<file path="config.mk">
export PLATFORM = sky130hd
export DESIGN_NAME = pred_mask_resolver
export DESIGN_NICKNAME = d
export VERILOG_FILES = /design/src/rtl/pmr_pkg.sv /design/src/rtl/pmr_entry_store.sv /design/src/rtl/pmr_table_build.sv /design/src/rtl/pmr_lookup.sv /design/src/rtl/pred_mask_resolver.sv
export SDC_FILE = /design/constraint.sdc
export NUM_CORES = 1
export LEC_CHECK = 0
export CELL_PAD_IN_SITES_DETAIL_PLACEMENT = 1
export CELL_PAD_IN_SITES_GLOBAL_PLACEMENT = 2
export CORE_MARGIN = 1.5
export CORE_UTILIZATION = 48
export CTS_CLUSTER_DIAMETER = 80
export DETAILED_ROUTE_END_ITERATION = 10
export DONT_BUFFER_PORTS = 1
export PLACE_DENSITY = 0.82
export SLEW_MARGIN = 25
export SYNTH_ARGS = -nofsm -noshare
export SYNTH_HDL_FRONTEND = slang
export SYNTH_HIERARCHICAL = 1
export SYNTH_SLANG_ARGS = --single-unit
</file>
<file path="constraint.sdc">
create_clock -name clk -period 7.9 [get_ports clk]
set_clock_uncertainty 0.15 [all_clocks]
set_input_delay 0 -clock clk [delete_from_list [all_inputs] [get_ports clk]]
set_output_delay 0 -clock clk [all_outputs]
set_load 0.05 [all_outputs]
</file>
<file path="src/rtl/pmr_pkg.sv">
package pmr_pkg;
    localparam int KEY_W  = 5;
    localparam int IDX_W  = 6;
    localparam int ENT_W  = KEY_W + 3 + IDX_W + 1;
    localparam int SLOTS  = 2 ** KEY_W;

    // Bit layout is fixed: active[14] idx[13:8] type[7] inv[6] zero[5] key[4:0]
    typedef struct packed {
        logic             active;
        logic [IDX_W-1:0] pidx;
        logic             is_int;
        logic             inv;
        logic             zero;
        logic [KEY_W-1:0] key;
    } pent_t;

    typedef struct packed {
        logic             active;
        logic             zero;
        logic             inv;
        logic [IDX_W-1:0] pidx;
    } slot_t;

    typedef enum logic [1:0] {
        B_IDLE  = 2'd0,
        B_CLEAR = 2'd1,
        B_SCAN  = 2'd2
    } bstate_t;
endpackage

</file>
<file path="src/rtl/pmr_entry_store.sv">
module pmr_entry_store
    import pmr_pkg::*;
#(
    parameter int N_ENT = 16,
    localparam int AW = $clog2(N_ENT)
) (
    input  logic              clk,
    input  logic              rst_n,
    input  logic              wr_en,
    input  logic [AW-1:0]     wr_addr,
    input  pent_t             wr_data,
    output pent_t [N_ENT-1:0] ent
);
    typedef struct packed {
        pent_t [N_ENT-1:0] ent;
    } st_t;

    st_t st_d, st_q;

    always_comb begin
        st_d = st_q;
        if (wr_en) begin
            for (int j = 0; j < N_ENT; j++) begin
                if (AW'(j) == wr_addr) begin
                    st_d.ent[j] = wr_data;
                end else if (AW'(j) > wr_addr) begin
                    st_d.ent[j] = '0;
                end
            end
        end
    end

    always_ff @(posedge clk or negedge rst_n) begin
        if (!rst_n) st_q <= '0;
        else        st_q <= st_d;
    end

    assign ent = st_q.ent;

    for (genvar g = 1; g < N_ENT; g++) begin : g_clr_chk
        assert_write_clears_higher_R2: assert property (@(posedge clk) disable iff (!rst_n)
            (wr_en && wr_addr < AW'(g)) |=> (ent[g] == '0));
    end
endmodule

</file>
<file path="src/rtl/pmr_table_build.sv">
module pmr_table_build
    import pmr_pkg::*;
#(
    parameter int N_ENT = 16,
    localparam int AW = $clog2(N_ENT)
) (
    input  logic              clk,
    input  logic              rst_n,
    input  logic              start,
    input  pent_t [N_ENT-1:0] ent,
    output logic              busy,
    output slot_t [SLOTS-1:0] int_tbl,
    output slot_t [SLOTS-1:0] fp_tbl
);
    typedef struct packed {
        bstate_t           st;
        logic [AW-1:0]     ptr;
        slot_t [SLOTS-1:0] itbl;
        slot_t [SLOTS-1:0] ftbl;
    } st_t;

    st_t   st_d, st_q;
    pent_t cur;
    logic  cur_zero;
    slot_t cur_slot;

    always_comb begin
        st_d     = st_q;
        cur      = ent[st_q.ptr];
        cur_zero = (cur == '0);
        cur_slot = '{active: cur.active, zero: cur.zero, inv: cur.inv, pidx: cur.pidx};
        unique case (st_q.st)
            B_CLEAR: begin
                st_d.itbl = '0;
                st_d.ftbl = '0;
                st_d.ptr  = '0;
                st_d.st   = B_SCAN;
            end
            B_SCAN: begin
                if (cur_zero) begin
                    st_d.st = B_IDLE;
                end else begin
                    if (cur.is_int) st_d.itbl[cur.key] = cur_slot;
                    else            st_d.ftbl[cur.key] = cur_slot;
                    if (st_q.ptr == AW'(N_ENT - 1)) st_d.st = B_IDLE;
                    else                            st_d.ptr = st_q.ptr + 1'b1;
                end
            end
            default: ;
        endcase
        if (start) begin
            st_d.st = B_CLEAR;
        end
    end

    always_ff @(posedge clk or negedge rst_n) begin
        if (!rst_n) st_q <= '{st: B_IDLE, default: '0};
        else        st_q <= st_d;
    end

    assign busy    = (st_q.st != B_IDLE);
    assign int_tbl = st_q.itbl;
    assign fp_tbl  = st_q.ftbl;

    assert_scan_stops_at_zero_R3: assert property (@(posedge clk) disable iff (!rst_n)
        (st_q.st == B_SCAN && cur_zero && !start) |=> !busy);
    assert_scan_ends_at_last_R3: assert property (@(posedge clk) disable iff (!rst_n)
        (st_q.st == B_SCAN && st_q.ptr == AW'(N_ENT - 1) && !start) |=> !busy);
    assert_clear_then_scan_R3: assert property (@(posedge clk) disable iff (!rst_n)
        (st_q.st == B_CLEAR && !start) |=> (st_q.st == B_SCAN && st_q.ptr == '0));
endmodule

</file>
<file path="src/rtl/pmr_lookup.sv">
module pmr_lookup
    import pmr_pkg::*;
#(
    parameter int DATA_W = 64
) (
    input  logic              clk,
    input  logic              rst_n,
    input  logic              req,
    input  logic [KEY_W-1:0]  key,
    input  logic              is_int,
    input  logic              reg_active,
    input  slot_t [SLOTS-1:0] int_tbl,
    input  slot_t [SLOTS-1:0] fp_tbl,
    output logic [IDX_W-1:0]  rf_idx,
    input  logic [DATA_W-1:0] rf_data,
    output logic              rsp_valid,
    output logic [DATA_W-1:0] rsp_mask,
    output logic              rsp_zero
);
    typedef struct packed {
        logic              valid;
        logic [DATA_W-1:0] mask;
        logic              zero;
    } st_t;

    st_t   st_d, st_q;
    slot_t slot;
    logic  applies;

    always_comb begin
        st_d       = st_q;
        slot       = is_int ? int_tbl[key] : fp_tbl[key];
        applies    = reg_active && slot.active;
        st_d.valid = req;
        if (req) begin
            if (applies) begin
                st_d.mask = slot.inv ? ~rf_data : rf_data;
                st_d.zero = slot.zero;
            end else begin
                st_d.mask = '1;
                st_d.zero = 1'b0;
            end
        end
    end

    always_ff @(posedge clk or negedge rst_n) begin
        if (!rst_n) st_q <= '0;
        else        st_q <= st_d;
    end

    assign rf_idx    = slot.pidx;
    assign rsp_valid = st_q.valid;
    assign rsp_mask  = st_q.mask;
    assign rsp_zero  = st_q.zero;

    assert_inactive_reg_ones_R5: assert property (@(posedge clk) disable iff (!rst_n)
        (req && !reg_active) |=> (rsp_mask == '1 && !rsp_zero));
    assert_inactive_slot_ones_R6: assert property (@(posedge clk) disable iff (!rst_n)
        (req && !slot.active) |=> (rsp_mask == '1 && !rsp_zero));
    assert_invert_mask_R8: assert property (@(posedge clk) disable iff (!rst_n)
        (req && reg_active && slot.active && slot.inv) |=> (rsp_mask == ~$past(rf_data)));
    assert_rsp_follows_req_R10: assert property (@(posedge clk) disable iff (!rst_n)
        req |=> rsp_valid);
    assert_no_rsp_without_req_R10: assert property (@(posedge clk) disable iff (!rst_n)
        !req |=> !rsp_valid);
endmodule

</file>
<file path="src/rtl/pred_mask_resolver.sv">
module pred_mask_resolver
    import pmr_pkg::*;
#(
    parameter int N_ENT  = 16,
    parameter int DATA_W = 64,
    localparam int AW = $clog2(N_ENT)
) (
    input  logic              clk,
    input  logic              rst_n,
    input  logic              cfg_wr_en,
    input  logic [AW-1:0]     cfg_addr,
    input  logic [ENT_W-1:0]  cfg_wdata,
    output logic [ENT_W-1:0]  cfg_rdata,
    output logic              busy,
    input  logic              lk_valid,
    output logic              lk_ready,
    input  logic [KEY_W-1:0]  lk_key,
    input  logic              lk_is_int,
    input  logic              lk_reg_active,
    output logic [IDX_W-1:0]  rf_idx,
    input  logic [DATA_W-1:0] rf_data,
    output logic              rsp_valid,
    output logic [DATA_W-1:0] rsp_mask,
    output logic              rsp_zero
);
    pent_t [N_ENT-1:0] ent;
    slot_t [SLOTS-1:0] int_tbl;
    slot_t [SLOTS-1:0] fp_tbl;
    logic              accept;

    pmr_entry_store #(.N_ENT(N_ENT)) store_i (
        .clk     (clk),
        .rst_n   (rst_n),
        .wr_en   (cfg_wr_en),
        .wr_addr (cfg_addr),
        .wr_data (pent_t'(cfg_wdata)),
        .ent     (ent)
    );

    pmr_table_build #(.N_ENT(N_ENT)) build_i (
        .clk     (clk),
        .rst_n   (rst_n),
        .start   (cfg_wr_en),
        .ent     (ent),
        .busy    (busy),
        .int_tbl (int_tbl),
        .fp_tbl  (fp_tbl)
    );

    assign lk_ready  = !busy;
    assign accept    = lk_valid && !busy;
    assign cfg_rdata = '0;

    pmr_lookup #(.DATA_W(DATA_W)) lookup_i (
        .clk        (clk),
        .rst_n      (rst_n),
        .req        (accept),
        .key        (lk_key),
        .is_int     (lk_is_int),
        .reg_active (lk_reg_active),
        .int_tbl    (int_tbl),
        .fp_tbl     (fp_tbl),
        .rf_idx     (rf_idx),
        .rf_data    (rf_data),
        .rsp_valid  (rsp_valid),
        .rsp_mask   (rsp_mask),
        .rsp_zero   (rsp_zero)
    );

    assert_busy_after_write_R9: assert property (@(posedge clk) disable iff (!rst_n)
        cfg_wr_en |=> busy);
    assert_busy_blocks_lookup_R9: assert property (@(posedge clk) disable iff (!rst_n)
        (lk_valid && busy) |=> !rsp_valid);
endmodule

</file>
Word level (Yosys, flattened, before mapping)

Cells that the tools add are included.

Flip-flop bits (word level): 888
Logic and storage cells: 500

Add/sub/neg operators: 1
Reduce and logical (&&, ||, !) cells: 45
Equality and inequality tests: 23
Bitwise operators: 1
Mux-type cells: 53
Order comparisons: 20

Operator list:

| kind                                                                           | number |
|---|---|
| 582-bit case mux with 2 select lines                                           | 1 |
| 580-bit two-way mux                                                            | 1 |
| 288-bit bitwise mux                                                            | 2 |
| 288-bit two-way mux                                                            | 2 |
| 15-bit two-way mux                                                             | 33 |
| 9-bit binary-select mux with 5-bit select                                      | 2 |
| 65-bit two-way mux                                                             | 1 |
| 64-bit two-way mux                                                             | 1 |
| 64-bit inverter                                                                | 1 |
| 15-bit binary-select mux with 4-bit select                                     | 1 |
| 9-bit demux with 5-bit select                                                  | 1 |
| 9-bit two-way mux                                                              | 4 |
| 2-bit nonzero test                                                             | 18 |
| 2-bit AND reduction                                                            | 17 |
| 4-bit == test, first input constant                                            | 8 |
| 4-bit greater-than comparator, first input constant                            | 8 |
| 3-bit by 4-bit == test with 1-bit output, first input constant                 | 4 |
| 3-bit by 4-bit greater-than comparator with 1-bit output, first input constant | 4 |
| 15-bit zero test                                                               | 1 |
| 5-bit by 6-bit < comparator with 1-bit output, second input constant           | 2 |
| 3-bit AND reduction                                                            | 3 |
| 2-bit by 4-bit == test with 1-bit output, first input constant                 | 2 |
| 1-bit by 4-bit greater-than comparator with 1-bit output, first input constant | 2 |
| 2-bit by 4-bit greater-than comparator with 1-bit output, first input constant | 2 |
| other kinds (16)                                                               | 22 |

Depth between registers and ports, before layout

Gate-level depths: netlist of run 1.

Word-level depth: 11
Gate-level depth with buffers: 14

Cells and area by module

The synthesis of run 1 kept the hierarchy.

Modules (own cells, without submodules):

| module             | times used | sequential area each (um^2) | area each (um^2) | cells an instance |
|---|---|---|---|---|
| pmr_table_build    | 1          | 14564.0                     | 28618.7          | 2457 |
| pmr_entry_store    | 1          | 6005.8                      | 9215.1           | 736 |
| pmr_lookup         | 1          | 1651.6                      | 8630.8           | 751 |
| pred_mask_resolver | 1          | 0.0                         | 126.4            | 18 |

Least setup slack after synthesis of run 1

Ideal clock, no wire load.

Kind: register to register
Start point: register build_i/st_q[576] (netlist bit)
End point: register build_i.st_q, in the netlist build_i/fp_tbl[158]
Stages on the path, launching flop included: 13
Clock period less this slack: 3120 ps
Arrival time: 2891 ps
Required time: 7670 ps
Setup slack: 4780 ps
Path through: dfrtp_1 -> buf_6 -> buf_12 -> mux4_2 -> a22oi_1 -> nand2_1 -> buf_2 -> or3b_1 -> buf_4 -> or2_1 -> buf_2 -> nor2_8 -> mux2i_1

Word-level cells in the longest chain between the ends: 10

Ends and longest elaborated chain:

| element                                                                                                                               | line                  | RTL |
|---|---|---|
| start: declaration                                                                                                                    | pmr_table_build.sv:22 | `st_t st_d, st_q;` |
| start signal: assignment                                                                                                              | pmr_table_build.sv:58 | `else st_q <= st_d;` |
| 15-bit binary-select mux with 4-bit select (*)                                                                                        | pmr_table_build.sv:29 | `cur = ent[st_q.ptr];` |
| 15-bit two-way mux (not written as such) (*)                                                                                          | pmr_table_build.sv:29 |  |
| 5-bit by 6-bit < comparator with 1-bit output (not written as such) or 5-bit by 1-bit >= comparator with 1-bit output (tied branches) | pmr_table_build.sv:44 | `else st_d.ftbl[cur.key] = cur_slot;` |
| 1-bit logical AND (not written as such)                                                                                               | pmr_table_build.sv:44 |  |
| 9-bit two-way mux (not written as such)                                                                                               | pmr_table_build.sv:44 |  |
| 9-bit demux with 5-bit select                                                                                                         | n/a                   |  |
| 288-bit bitwise mux                                                                                                                   | pmr_table_build.sv:44 |  |
| 288-bit two-way mux                                                                                                                   | pmr_table_build.sv:43 | `if (cur.is_int) st_d.itbl[cur.key] = cur_slot;` |
| 580-bit two-way mux                                                                                                                   | pmr_table_build.sv:40 | `if (cur_zero) begin` |
| 582-bit case mux with 2 select lines                                                                                                  | pmr_table_build.sv:32 | `unique case (st_q.st)` |

Every way passes the cells marked *; elsewhere a longest branch is shown, timed or not. The select of a mux whose other input is x is not followed.
A chain may end at the register's enable or synchronous reset.

Worst setup path in the final report of run 1

Start point: register build_i/st_q[577] (netlist bit)
End point: register build_i.st_q, in the netlist build_i/int_tbl[47]

Word-level cells in the longest chain between the ends: 10

Ends and longest elaborated chain:

| element                                                                                                                               | line |
|---|---|
| 15-bit binary-select mux with 4-bit select (*)                                                                                        | pmr_table_build.sv:29 |
| 15-bit two-way mux (not written as such) (*)                                                                                          | pmr_table_build.sv:29 |
| 5-bit by 6-bit < comparator with 1-bit output (not written as such) or 5-bit by 1-bit >= comparator with 1-bit output (tied branches) | pmr_table_build.sv:43 |
| 1-bit logical AND (not written as such)                                                                                               | pmr_table_build.sv:43 |
| 9-bit two-way mux (not written as such)                                                                                               | pmr_table_build.sv:43 |
| 9-bit demux with 5-bit select                                                                                                         | n/a |
| 288-bit bitwise mux                                                                                                                   | pmr_table_build.sv:43 |
| 288-bit two-way mux                                                                                                                   | pmr_table_build.sv:43 |
| 580-bit two-way mux                                                                                                                   | pmr_table_build.sv:40 |
| 582-bit case mux with 2 select lines                                                                                                  | pmr_table_build.sv:32 |

Marks and branches as above.

==> results of run 1 <==
[kinds of logic after synthesis]
logic type                 Yosys count
AOI/OAI and AO/OA                  967
buffers and inverters              967
DFF                                888
and+or+nand+nor                    682
muxes                              456
adders and majority gates            1
other                                1
[worst max-delay path: cells and delay by family (launching register included)]
kind | cells | cell delay [ps]
flip-flops | 1 | 340
buffers and inverters | 1 | 520
AO/OA/AOI/OAI | 4 | 1290
AND/OR/NAND/NOR | 4 | 2710
[Yosys cell counts (all sizes together), types with 2 or more instances]
master,n
a21oi,13
o2bb2ai,120
and2,11
nand3,30
mux2,20
nor2,178
mux4,198
nor4,6
a21o,3
o21ai,212
a22o,334
and3,5
inv,56
a221oi,26
or3b,3
o221ai,64
nor2b,20
buf,730
a22oi,21
o22ai,80
clkbuf,181
and4bb,2
mux2i,238
a31oi,5
nand4,42
a32o,45
dfrtp,888
a211oi,2
a21bo,30
nor3,10
a2111oi,3
or2,10
nand2b,14
nand2,347
[path summary, 6_finish.rpt]
kind	to	start	slack, ps
max	build_i/int_tbl[47]	build_i/st_q[577]	2730
min	lookup_i/rsp_mask[50]	rf_data[50]	30
max reg2reg	build_i/int_tbl[47]	build_i/st_q[577]	2730
min reg2reg	store_i/ent[50]	store_i/ent[50]	340
max in group asynchronous	store_i/ent[143]	rst_n	5590
min in group asynchronous	build_i/int_tbl[280]	rst_n	480
[flip-flops by register name, summed over array words and instances, names as in the netlist]
signal,flops
lookup_i/rsp_mask,64
store_i/ent,240
build_i/fp_tbl,288
build_i/st_q,6
build_i/int_tbl,288
lookup_i/rsp_valid,1
lookup_i/rsp_zero,1
[stage by stage]
stage | utilization (%) | power, mW
finish | 50.4 | 10.9
global route | 50.4 | 11.3
CTS | 50.3 | 11.0
detailed placement | 44.5 | 6.20
global placement | 44.3 | 6.06
floorplan | - | 5.84
[routing by layer]
metal	up-vias	GRT usage, %	share of wire, %
li1	12974	-	-
met1	17028	38.2	41
met2	1160	47.2	50
met3	273	4.68	5.9
met4	4	8.86	3.1
met5	-	0	0.012
[layout make-up]
type                    count  area share [%]
clock buffers             138            5.71
clock inverters            39           0.978
well taps                1276            3.29
flip-flops and latches    888            45.7
diodes                      2          0.0103
inverters                  56           0.433
repair buffers            293            6.10
multi-input cells        2121            37.7
[power groups by stage]
| stage | clock, mW | combinational [mW] | sequential [mW] |
|---|---|---|---|
| finish | 4.66 | 1.48 | 4.80 |
| global route | 4.90 | 1.57 | 4.81 |
| CTS | 4.72 | 1.46 | 4.80 |
| detailed placement | 0 | 1.32 | 4.88 |
| global placement | 0 | 1.19 | 4.87 |
| floorplan | 0 | 1.01 | 4.83 |
[cell usage in the layout (no fill, tap or decap), drive strengths merged, types with 120 or more instances in the layout]
cell type and count:
a22o 334, clkbuf 138, dfrtp 888, dlygate4sd3 236
mux2i 238, mux4 198, nand2 347, nor2 178
o21ai 212, o2bb2ai 120
==> report_table.html, run 1 <==
<table>
<tr><th>Metric</th><th>Value</th></tr>
<tr><th colspan="2">Timing</th></tr>
<tr><td>Fin. Hold Viols</td><td>0</td></tr>
<tr><td>Sum Neg Setup Slack</td><td>0 ps</td></tr>
<tr><td>Min Hold Slack</td><td>30.0 ps</td></tr>
<tr><td>Fin worst setup slack</td><td>2730 ps</td></tr>
<tr><td>Worst slew slack as a fraction of its limit</td><td>25.6%</td></tr>
<tr><td>Final period util</td><td>65.4%</td></tr>
<tr><td>Endpoints failing setup</td><td>0</td></tr>
<tr><td>Final period demand of the worst path</td><td>5170 ps</td></tr>
<tr><td>Setup repair after global routing missed its margin</td><td>no</td></tr>
<tr><td>Worst slew pin tran</td><td>1120 ps</td></tr>
<tr><td>Max-slew violation total from the final report</td><td>0</td></tr>
<tr><td>Max Clock Freq</td><td>0.193 GHz</td></tr>
<tr><th colspan="2">Detailed routing</th></tr>
<tr><td>Detailed-route vias per instance</td><td>6.53</td></tr>
<tr><td>Wirelength, routed</td><td>140,000 um</td></tr>
<tr><td>Detail Route Antenna Nets</td><td>0</td></tr>
<tr><td>Count of routing violations after the opening detailed-route iteration</td><td>2,857</td></tr>
<tr><td>Vias post-DR</td><td>31,439</td></tr>
<tr><td>DRC errors left</td><td>0</td></tr>
<tr><td>Pre-Repair DR Iteration Count</td><td>5</td></tr>
<tr><td>Average wire per cell in the routed design</td><td>29.2 um</td></tr>
<tr><th colspan="2">Layout</th></tr>
<tr><td>Net count, final</td><td>3,553</td></tr>
<tr><td>Multi-input gate area</td><td>18,300 um2</td></tr>
<tr><td>Filler Cells Inserted</td><td>9,774</td></tr>
<tr><td>Post-Layout Inst Area</td><td>48,600 um2</td></tr>
<tr><td>Fraction of layout instances using a drive strength above 1</td><td>16.8%</td></tr>
<tr><td>Count of placed standard cells in the final layout, fillers left out</td><td>4,813</td></tr>
<tr><td>Layout overhead on the synthesized area</td><td>4.29%</td></tr>
<tr><td>FF/Latch Area</td><td>22,200 um2</td></tr>
<tr><th colspan="2">GRT</th></tr>
<tr><td>Wire length of the first global-routing pass</td><td>216,000 um</td></tr>
<tr><td>Antenna violations before repair</td><td>4</td></tr>
<tr><td>Total global routing overflow</td><td>0</td></tr>
<tr><td>Via count of the first global-routing pass</td><td>33,892</td></tr>
<tr><td>Largest net degree at the start of global routing</td><td>173</td></tr>
<tr><td>Overall fraction of global-route tracks in use</td><td>28.4%</td></tr>
<tr><th colspan="2">Yosys</th></tr>
<tr><td>Number of distinct standard cells referenced by the synthesized netlist</td><td>70</td></tr>
<tr><td>Main combinational cell family by area after synthesis</td><td>compound AO/OA/AOI/OAI gates</td></tr>
<tr><td>Fraction of the mapped netlist area in compound gates</td><td>17.0%</td></tr>
<tr><td>Synth top area share</td><td>47.7%</td></tr>
<tr><td>Post-synthesis mux area share</td><td>15.2%</td></tr>
<tr><td>Number of flops mapped to enable cells by yosys</td><td>0</td></tr>
<tr><td>Post-Syn Area per Cell</td><td>11.8 um2</td></tr>
<tr><td>Post-synth top flop</td><td>dfrtp_1</td></tr>
<tr><td>XOR/XNOR Fraction of Synth Area</td><td>0%</td></tr>
<tr><td>Most area-consuming cells after synthesis</td><td>dfrtp_1 (48%), buf_4 (9.9%), mux4_2 (9.6%)</td></tr>
<tr><td>Post-synthesis sequential element count</td><td>888</td></tr>
<tr><td>Share of synthesized cell area in and, or, nand and nor gates</td><td>6.89%</td></tr>
<tr><td>Synth area leader</td><td>dfrtp_1</td></tr>
<tr><td>Fraction of synthesis flops using an asynchronous set or reset pin</td><td>100%</td></tr>
<tr><td>Sequential area share after synthesis</td><td>47.7%</td></tr>
<tr><td>Arithmetic-cell share of the synthesized area counting full adders, half adders and majority gates</td><td>0.0269%</td></tr>
<tr><td>Gate count of the mapped netlist</td><td>3,962</td></tr>
<tr><td>YS warnings</td><td>6</td></tr>
<tr><td>Post-synthesis instance area</td><td>46,600 um2</td></tr>
<tr><th colspan="2">Placed design</th></tr>
<tr><td>Placed instance count</td><td>4,394</td></tr>
<tr><td>Number of I/O port buffers</td><td>0</td></tr>
<tr><td>Placed inst area</td><td>42,900 um2</td></tr>
<tr><td>Gpl congestion</td><td>0.839</td></tr>
<tr><td>Setup WS pre-CTS</td><td>2750 ps</td></tr>
<tr><td>DPL Wire Length</td><td>84,600 um</td></tr>
<tr><th colspan="2">Run</th></tr>
<tr><td>MaxCap Viol Count</td><td>0</td></tr>
<tr><th colspan="2">Clocking</th></tr>
<tr><td>CTS H-tree lvls</td><td>3</td></tr>
<tr><td>Buffer cell driving the clock tree root</td><td>clkbuf_16</td></tr>
<tr><td>TritonCTS clock tree</td><td>built</td></tr>
<tr><td>Sinks on Clock Net</td><td>888</td></tr>
<tr><td>Count of hold buffers inserted by post-cts repair</td><td>238</td></tr>
<tr><td>Number of buffers inserted during clock tree synthesis</td><td>98</td></tr>
<tr><td>Post-CTS sizing</td><td>0</td></tr>
<tr><td>Buffer levels on the longest clock path</td><td>3</td></tr>
<tr><td>Post-CTS setup buffer count</td><td>0</td></tr>
<tr><td>Clock insertion delay at the later pin of the skew report</td><td>700 ps</td></tr>
<tr><td>Clock transition at the register clock pins on the worst setup and hold paths after CTS</td><td>60 ps</td></tr>
<tr><th colspan="2">Power and ir drop</th></tr>
<tr><td>Static leakage power</td><td>20.8 nW</td></tr>
<tr><td>Part of the total power dissipated in sequential elements</td><td>43.9%</td></tr>
<tr><td>Net Sw Frac</td><td>28.6%</td></tr>
<tr><td>Combinational fraction of design power</td><td>13.6%</td></tr>
<tr><td>Worst IR Drop VDD</td><td>240 uV</td></tr>
<tr><td>Clk pwr share</td><td>42.6%</td></tr>
<tr><td>Total power per unit cell area</td><td>225 nW/um2</td></tr>
<tr><td>Net switching component of the power</td><td>3.13 mW</td></tr>
<tr><td>Int Pwr</td><td>7.81 mW</td></tr>
<tr><th colspan="2">Setup path</th></tr>
<tr><td>Type of destination of the critical path</td><td>flip-flop</td></tr>
<tr><td>Required time of the critical path</td><td>8320 ps</td></tr>
<tr><td>Cell count of the worst reg-to-reg path</td><td>9</td></tr>
<tr><td>Critical path fanouts, max</td><td>39</td></tr>
<tr><td>Critical Path, Cell by Cell</td><td>buf_4 -&gt; and2_1 -&gt; a221oi_2 -&gt; a22oi_1 -&gt; nand2_1 -&gt; nor3b_2 -&gt; nor2b_1 -&gt; o21ai_1 -&gt; a22o_1</td></tr>
<tr><td>Worst Setup Start Kind</td><td>flip-flop</td></tr>
<tr><td>Critical path start-end classification</td><td>flip-flop to flip-flop</td></tr>
<tr><td>Cell with the biggest individual delay on the critical path</td><td>and2_1</td></tr>
<tr><td>Highest cell delay on the worst timing path</td><td>840 ps</td></tr>
<tr><td>Endpoint arrival time on the critical path</td><td>5590 ps</td></tr>
<tr><th colspan="2">Floorplan</th></tr>
<tr><td>Effective utilization at floorplan</td><td>48.3%</td></tr>
<tr><td>Die footprint</td><td>98,900 um2</td></tr>
<tr><td>Number of placement rows</td><td>114</td></tr>
<tr><td># IOs</td><td>183</td></tr>
<tr><td>Vertical die dimension</td><td>315 um</td></tr>
<tr><td>Std-Cell Core Area</td><td>96,400 um2</td></tr>
<tr><td>Die Width</td><td>315 um</td></tr>
<tr><th colspan="2">Min path</th></tr>
<tr><td>Worst min-delay path class</td><td>primary input to flip-flop</td></tr>
<tr><td>Cell depth of the worst min-delay path</td><td>3</td></tr>
<tr><th colspan="2">Run status</th></tr>
<tr><td>Status</td><td>finished clean</td></tr>
</table>
Power figures use the tool's default switching activity.
==> inputs of run 2 (changes only) <==
- CORE_UTILIZATION: 48 -> 44
- PLACE_DENSITY: 0.82 -> 0.76
- clock period: 7.9 -> 5.2 ns (I/O delays scaled with it)
==> report_table.html, run 2 (synthesized netlist as in run 1, its figures left out) <==
<table>
<tr><th>Metric</th><th>Value</th></tr>
<tr><th colspan="2">Run status</th></tr>
<tr><td>Status</td><td>finished clean</td></tr>
<tr><th colspan="2">Setup path</th></tr>
<tr><td>Worst Setup Start Kind</td><td>flip-flop</td></tr>
<tr><td>Required time of the critical path</td><td>5610 ps</td></tr>
<tr><td>Setup slack on the worst flop-to-flop path</td><td>730 ps</td></tr>
<tr><td>Endpoint arrival time on the critical path</td><td>4880 ps</td></tr>
<tr><td>Cell count of the worst reg-to-reg path</td><td>8</td></tr>
<tr><td>Critical path fanouts, max</td><td>16</td></tr>
<tr><td>R2R Path Start</td><td>build_i/st_q[579]</td></tr>
<tr><td>Type of destination of the critical path</td><td>flip-flop</td></tr>
<tr><td>Critical path start-end classification</td><td>flip-flop to flip-flop</td></tr>
<tr><td>Endpoint of the worst-slack reg-to-reg timing path</td><td>build_i/fp_tbl[137]</td></tr>
<tr><th colspan="2">Detailed routing</th></tr>
<tr><td>Vias post-DR</td><td>31,405</td></tr>
<tr><td>Wirelength, routed</td><td>142,000 um</td></tr>
<tr><td>Detail Route Antenna Nets</td><td>0</td></tr>
<tr><td>Count of routing violations after the opening detailed-route iteration</td><td>2,564</td></tr>
<tr><td>Detailed-route vias per instance</td><td>6.33</td></tr>
<tr><td>Pre-Repair DR Iteration Count</td><td>5</td></tr>
<tr><td>Average wire per cell in the routed design</td><td>28.6 um</td></tr>
<tr><td>DRC errors left</td><td>0</td></tr>
<tr><th colspan="2">Timing</th></tr>
<tr><td>Final period util</td><td>86.0%</td></tr>
<tr><td>Max-slew violation total from the final report</td><td>0</td></tr>
<tr><td>Worst slew pin tran</td><td>1090 ps</td></tr>
<tr><td>Sum Neg Setup Slack</td><td>0 ps</td></tr>
<tr><td>Worst slew slack as a fraction of its limit</td><td>27.0%</td></tr>
<tr><td>Setup repair after global routing missed its margin</td><td>no</td></tr>
<tr><td>Final period demand of the worst path</td><td>4470 ps</td></tr>
<tr><td>Endpoints failing setup</td><td>0</td></tr>
<tr><td>Fin. Hold Viols</td><td>0</td></tr>
<tr><td>Max Clock Freq</td><td>0.224 GHz</td></tr>
<tr><th colspan="2">Clocking</th></tr>
<tr><td>CTS H-tree lvls</td><td>3</td></tr>
<tr><td>Buffer levels on the longest clock path</td><td>3</td></tr>
<tr><td>Sinks on Clock Net</td><td>888</td></tr>
<tr><td>Post-CTS sizing</td><td>0</td></tr>
<tr><td>Clock transition at the register clock pins on the worst setup and hold paths after CTS</td><td>60 ps</td></tr>
<tr><td>Buffer cell driving the clock tree root</td><td>clkbuf_16</td></tr>
<tr><td>TritonCTS clock tree</td><td>built</td></tr>
<tr><td>Number of buffers inserted during clock tree synthesis</td><td>101</td></tr>
<tr><td>Clock insertion delay at the later pin of the skew report</td><td>710 ps</td></tr>
<tr><th colspan="2">Placed design</th></tr>
<tr><td>Placed inst area</td><td>43,200 um2</td></tr>
<tr><td>DPL Wire Length</td><td>86,700 um</td></tr>
<tr><td>Number of I/O port buffers</td><td>0</td></tr>
<tr><td>Gpl congestion</td><td>0.841</td></tr>
<tr><th colspan="2">Run</th></tr>
<tr><td>MaxCap Viol Count</td><td>0</td></tr>
<tr><th colspan="2">Floorplan</th></tr>
<tr><td>Vertical die dimension</td><td>328 um</td></tr>
<tr><td># IOs</td><td>183</td></tr>
<tr><td>Effective utilization at floorplan</td><td>44.3%</td></tr>
<tr><td>Number of placement rows</td><td>119</td></tr>
<tr><td>Die footprint</td><td>108,000 um2</td></tr>
<tr><td>Std-Cell Core Area</td><td>105,000 um2</td></tr>
<tr><td>Die Width</td><td>328 um</td></tr>
<tr><th colspan="2">Min path</th></tr>
<tr><td>End point of the most critical hold path</td><td>lookup_i/rsp_mask[0]</td></tr>
<tr><td>Startpoint of the lowest-slack hold path</td><td>rf_data[0]</td></tr>
<tr><td>Cell depth of the worst min-delay path</td><td>3</td></tr>
<tr><td>Worst min-delay path class</td><td>primary input to flip-flop</td></tr>
<tr><th colspan="2">Layout</th></tr>
<tr><td>Multi-input gate area</td><td>18,300 um2</td></tr>
<tr><td>Filler Cells Inserted</td><td>10,776</td></tr>
<tr><td>Layout overhead on the synthesized area</td><td>5.41%</td></tr>
<tr><td>FF/Latch Area</td><td>22,200 um2</td></tr>
<tr><td>Commonest non-fill, non-tap cells in the layout</td><td>dfrtp_1 (886), nand2_1 (344), a22o_1 (334)</td></tr>
<tr><td>Net count, final</td><td>3,584</td></tr>
<tr><td>Fraction of layout instances using a drive strength above 1</td><td>17.9%</td></tr>
<tr><td>Commonest non-fill, non-tap cell in the layout</td><td>dfrtp_1</td></tr>
<tr><td>Post-Layout Inst Area</td><td>49,100 um2</td></tr>
<tr><th colspan="2">Power and ir drop</th></tr>
<tr><td>Static leakage power</td><td>21.1 nW</td></tr>
<tr><td>Total power per unit cell area</td><td>346 nW/um2</td></tr>
<tr><td>Worst IR Drop VDD</td><td>346 uV</td></tr>
<tr><th colspan="2">GRT</th></tr>
<tr><td>Overall fraction of global-route tracks in use</td><td>26.2%</td></tr>
<tr><td>Wire length of the first global-routing pass</td><td>217,000 um</td></tr>
<tr><td>Antenna violations before repair</td><td>1</td></tr>
<tr><td>Largest net degree at the start of global routing</td><td>227</td></tr>
<tr><td>Total global routing overflow</td><td>0</td></tr>
<tr><td>Via count of the first global-routing pass</td><td>33,664</td></tr>
</table>
## run 2: where the power goes
group,total [mW],internal [mW],switching (mW)
clock network,7.40,4.35,3.05
logic,2.31,0.728,1.58
registers,7.30,7.09,0.212
total,17.0,12.2,4.84
## run 2: timing repair
action                                  CTS  global route
setup buffers                             0             0
endpoints found under the hold margin   748             0
hold buffers                            231             0
endpoints found under the setup margin    0             0
## run 2: area by class of cell
cell class                      instances  area share (%)
Inverter                               56           0.428
Antenna cell                            1         0.00510
Tap cell                             1391            3.54
Timing Repair Buffer                  321            6.47
Sequential cell                       888            45.3
Clock inverter                         36           0.848
Clock buffer                          150            6.19
Multi-Input combinational cell       2121            37.3
## run 2: through the flow
step / cells / utilization (%) / hold WS (ps) / worst slack [ps] / total power, mW
5_1_grt: 4964 / 46.7 / 19.3 / 504 / 17.5
2_1_floorplan: 3976 / - / -446 / 2080 / 8.87
3_3_place_gp: 4538 / 41.0 / -283 / 908 / 9.30
4_1_cts: 4960 / 46.6 / 0.636 / 786 / 17.1
3_5_place_dp: 4543 / 41.1 / -130 / 843 / 9.52
6_report: 4964 / 46.7 / 14.4 / 730 / 17.0
## run 2: worst max-delay path, cell delays in order (launching register included)
cell      delay (ps)
dfrtp_1          720
inv_1            490
a221oi_1         460
a22oi_1          200
nand2_1          350
nand4_1          390
nor2_2           700
nand2_1          470
a32o_1           410
## run 2: how the worst max path moves through the flow
stage / startpoint / end / slack [ps] / cells past startpoint
after CTS: build_i/st_q[576] / build_i/st_q[581] / 790 / 9
after global placement: build_i/st_q[576] / build_i/fp_tbl[126] / 910 / 8
after floorplan: build_i/st_q[576] / build_i/fp_tbl[158] / 2080 / 12
after global routing: build_i/st_q[576] / build_i/st_q[581] / 500 / 9
final: build_i/st_q[579] / build_i/fp_tbl[137] / 730 / 8
after detailed placement: build_i/st_q[576] / build_i/fp_tbl[235] / 840 / 7
## run 2: per-layer routing
| metal | global-route usage (%) | vias up | part of all wire, % |
|---|---|---|---|
| li1 | - | 13028 | - |
| met1 | 36.2 | 17155 | 43 |
| met2 | 42.8 | 963 | 48 |
| met3 | 3.37 | 259 | 4.9 |
| met4 | 8.72 | 0 | 3.2 |
| met5 | 0 | - | 0 |
==> inputs of run 3 (changes only) <==
- CORE_UTILIZATION: 44 -> 40
- PLACE_DENSITY: 0.76 -> 0.69
- RECOVER_POWER: default -> 25
==> report_table.html, run 3 (synthesized netlist as in run 1, its figures left out) <==
<table>
<tr><th>Metric</th><th>Value</th></tr>
<tr><th colspan="2">Power and ir drop</th></tr>
<tr><td>Combinational fraction of design power</td><td>13.6%</td></tr>
<tr><td>Worst IR Drop VDD</td><td>260 uV</td></tr>
<tr><td>Net Sw Frac</td><td>28.4%</td></tr>
<tr><td>Part of the total power dissipated in sequential elements</td><td>42.2%</td></tr>
<tr><td>Net switching component of the power</td><td>4.90 mW</td></tr>
<tr><td>PnR Total Power</td><td>17.3 mW</td></tr>
<tr><td>Static leakage power</td><td>21.2 nW</td></tr>
<tr><td>Clk pwr share</td><td>44.2%</td></tr>
<tr><td>Int Pwr</td><td>12.4 mW</td></tr>
<tr><td>Total power per unit cell area</td><td>348 nW/um2</td></tr>
<tr><th colspan="2">Timing</th></tr>
<tr><td>Max Clock Freq</td><td>0.209 GHz</td></tr>
<tr><td>Setup repair after global routing missed its margin</td><td>no</td></tr>
<tr><td>Worst slew pin tran</td><td>2460 ps</td></tr>
<tr><td>Fin. Hold Viols</td><td>0</td></tr>
<tr><td>Max-slew violation total from the final report</td><td>114</td></tr>
<tr><td>Final period util</td><td>91.9%</td></tr>
<tr><td>Worst slew slack as a fraction of its limit</td><td>-64.3%</td></tr>
<tr><td>Sum Neg Setup Slack</td><td>0 ps</td></tr>
<tr><td>Endpoints failing setup</td><td>0</td></tr>
<tr><td>Final period demand of the worst path</td><td>4780 ps</td></tr>
<tr><th colspan="2">Placed design</th></tr>
<tr><td>Number of I/O port buffers</td><td>0</td></tr>
<tr><td>Gpl congestion</td><td>0.810</td></tr>
<tr><td>DPL Wire Length</td><td>89,800 um</td></tr>
<tr><th colspan="2">Clocking</th></tr>
<tr><td>Sinks on Clock Net</td><td>888</td></tr>
<tr><td>CTS H-tree lvls</td><td>3</td></tr>
<tr><td>Clock transition at the register clock pins on the worst setup and hold paths after CTS</td><td>60 ps</td></tr>
<tr><td>TritonCTS clock tree</td><td>built</td></tr>
<tr><td>Buffer cell driving the clock tree root</td><td>clkbuf_16</td></tr>
<tr><td>Clock insertion delay at the later pin of the skew report</td><td>710 ps</td></tr>
<tr><td>Buffer levels on the longest clock path</td><td>3</td></tr>
<tr><td>Number of buffers inserted during clock tree synthesis</td><td>102</td></tr>
<tr><th colspan="2">Setup path</th></tr>
<tr><td>Type of destination of the critical path</td><td>flip-flop</td></tr>
<tr><td>Number of buffer and inverter instances along the worst setup path</td><td>4</td></tr>
<tr><td>Critical path launch point</td><td>build_i/st_q[581]</td></tr>
<tr><td>Critical Path, Cell by Cell</td><td>or2_0 -&gt; nor2b_4 -&gt; buf_4 -&gt; buf_4 -&gt; nor2_1 -&gt; nor2_1 -&gt; dlygate4sd3_1 -&gt; o21ai_0 -&gt; o221ai_2 -&gt; dlygate4sd3_1</td></tr>
<tr><td>Critical path start-end classification</td><td>flip-flop to flip-flop</td></tr>
<tr><td>Family with the most delay on the worst path</td><td>buffers and inverters</td></tr>
<tr><td>Worst Setup Start Kind</td><td>flip-flop</td></tr>
<tr><td>R2R Path Start</td><td>build_i/st_q[581]</td></tr>
<tr><td>Critical path fanouts, max</td><td>72</td></tr>
<tr><td>Required time of the critical path</td><td>5680 ps</td></tr>
<tr><td>Endpoint arrival time on the critical path</td><td>5260 ps</td></tr>
<tr><td>Cell with the biggest individual delay on the critical path</td><td>or2_0</td></tr>
<tr><td>Highest cell delay on the worst timing path</td><td>840 ps</td></tr>
<tr><th colspan="2">GRT</th></tr>
<tr><td>Wire length of the first global-routing pass</td><td>224,000 um</td></tr>
<tr><td>Overall fraction of global-route tracks in use</td><td>24.8%</td></tr>
<tr><td>Via count of the first global-routing pass</td><td>33,788</td></tr>
<tr><td>Largest net degree at the start of global routing</td><td>177</td></tr>
<tr><td>Total global routing overflow</td><td>0</td></tr>
<tr><td>Antenna violations before repair</td><td>1</td></tr>
<tr><th colspan="2">Floorplan</th></tr>
<tr><td>Std-Cell Core Area</td><td>116,000 um2</td></tr>
<tr><td># IOs</td><td>183</td></tr>
<tr><td>Number of placement rows</td><td>125</td></tr>
<tr><td>Die footprint</td><td>119,000 um2</td></tr>
<tr><td>Die Width</td><td>344 um</td></tr>
<tr><td>Effective utilization at floorplan</td><td>40.2%</td></tr>
<tr><td>Vertical die dimension</td><td>344 um</td></tr>
<tr><th colspan="2">Run</th></tr>
<tr><td>MaxCap Viol Count</td><td>3</td></tr>
<tr><th colspan="2">Detailed routing</th></tr>
<tr><td>Vias post-DR</td><td>31,306</td></tr>
<tr><td>Pre-Repair DR Iteration Count</td><td>6</td></tr>
<tr><td>Count of routing violations after the opening detailed-route iteration</td><td>2,354</td></tr>
<tr><td>Detail Route Antenna Nets</td><td>0</td></tr>
<tr><td>Average wire per cell in the routed design</td><td>28.8 um</td></tr>
<tr><td>DRC errors left</td><td>0</td></tr>
<tr><td>Wirelength, routed</td><td>148,000 um</td></tr>
<tr><td>Detailed-route vias per instance</td><td>6.10</td></tr>
<tr><th colspan="2">Min path</th></tr>
<tr><td>Startpoint of the lowest-slack hold path</td><td>lk_is_int</td></tr>
<tr><td>Worst min-delay path class</td><td>primary input to flip-flop</td></tr>
<tr><th colspan="2">Layout</th></tr>
<tr><td>Final Core Density</td><td>42.8%</td></tr>
<tr><td>Fraction of layout instances using a drive strength above 1</td><td>17.7%</td></tr>
<tr><td>Net count, final</td><td>3,615</td></tr>
<tr><td>Commonest non-fill, non-tap cells in the layout</td><td>dfrtp_1 (886), nand2_1 (344), a22o_1 (334)</td></tr>
<tr><td>Layout overhead on the synthesized area</td><td>6.56%</td></tr>
<tr><td>Commonest non-fill, non-tap cell in the layout</td><td>dfrtp_1</td></tr>
<tr><th colspan="2">Run status</th></tr>
<tr><td>Violated checks</td><td>capacitance limit, slew limit</td></tr>
<tr><td>Status</td><td>complete, but fails checks</td></tr>
</table>
[run 3: cell count changes in the layout (fill, tap and decap cells not counted), moves of 2 or more]
cell           change
clkbuf_1           +6
buf_16             -2
clkbuf_8          -11
clkbuf_16          +2
dlygate4sd3_1     +28
nand3_2            +2
nand3_1            -2
bufinv_16          +6
or2_0              +2
[run 3: worst min-delay path, stage by stage]
cell and delay, ps:
a21oi_1 50, a21oi_1 120, dlygate4sd3_1 550, a22o_1 120
[run 3: per-layer routing]
layer / part of all wire, % / GRT usage (%) / vias to the layer above
met4: 3.3 / 8.30 / 0
met2: 48 / 40.3 / 928
li1: - / - / 13084
met1: 43 / 34.0 / 17021
met5: 0 / 0 / -
met3: 5.2 / 3.77 / 273
[run 3: timing repair]
action | 4_1_cts | 5_1_grt
hold endpoints to repair | 637 | 24
hold buffers | 252 | 8
resized for setup | 0 | 0
buffers inserted | 0 | 0
[run 3: metrics by stage]
stage,instances,area (um2),hold slack (ps),worst slack (ps)
2_1_floorplan,3976,46600,-446,2080
3_3_place_gp,4678,43400,-444,731
3_5_place_dp,4680,43500,-444,633
4_1_cts,5119,49600,3.53,534
5_1_grt,5129,49600,20.0,169
6_report,5129,49600,37.9,422
[run 3: cell type report]
type	instances	area, um2
clock buffers	145	2960
flip-flops and latches	888	22200
clock inverters	42	588
inverters	56	210
well taps	1524	1910
diodes	2	5.00
repair buffers	351	3430
multi-input cells	2121	18300
fillers	11887	66200
[run 3: final timing paths]
check	to	slack, ps	cells after the start
max	lookup_i/rsp_mask[14]	420	10
min	lookup_i/rsp_zero	40	4
max reg2reg	lookup_i/rsp_mask[14]	420	10
min reg2reg	store_i/ent[56]	330	2
max in group asynchronous	store_i/ent[87]	1200	5
min in group asynchronous	build_i/int_tbl[40]	70	2
[run 3: power groups by stage]
stage          sequential [mW]  combinational [mW]  clock, mW
2_1_floorplan             7.34                1.53          0
3_3_place_gp              7.41                2.08          0
3_5_place_dp              7.42                2.15          0
4_1_cts                   7.30                2.34       7.77
5_1_grt                   7.32                2.50       8.03
6_report                  7.30                2.36       7.64
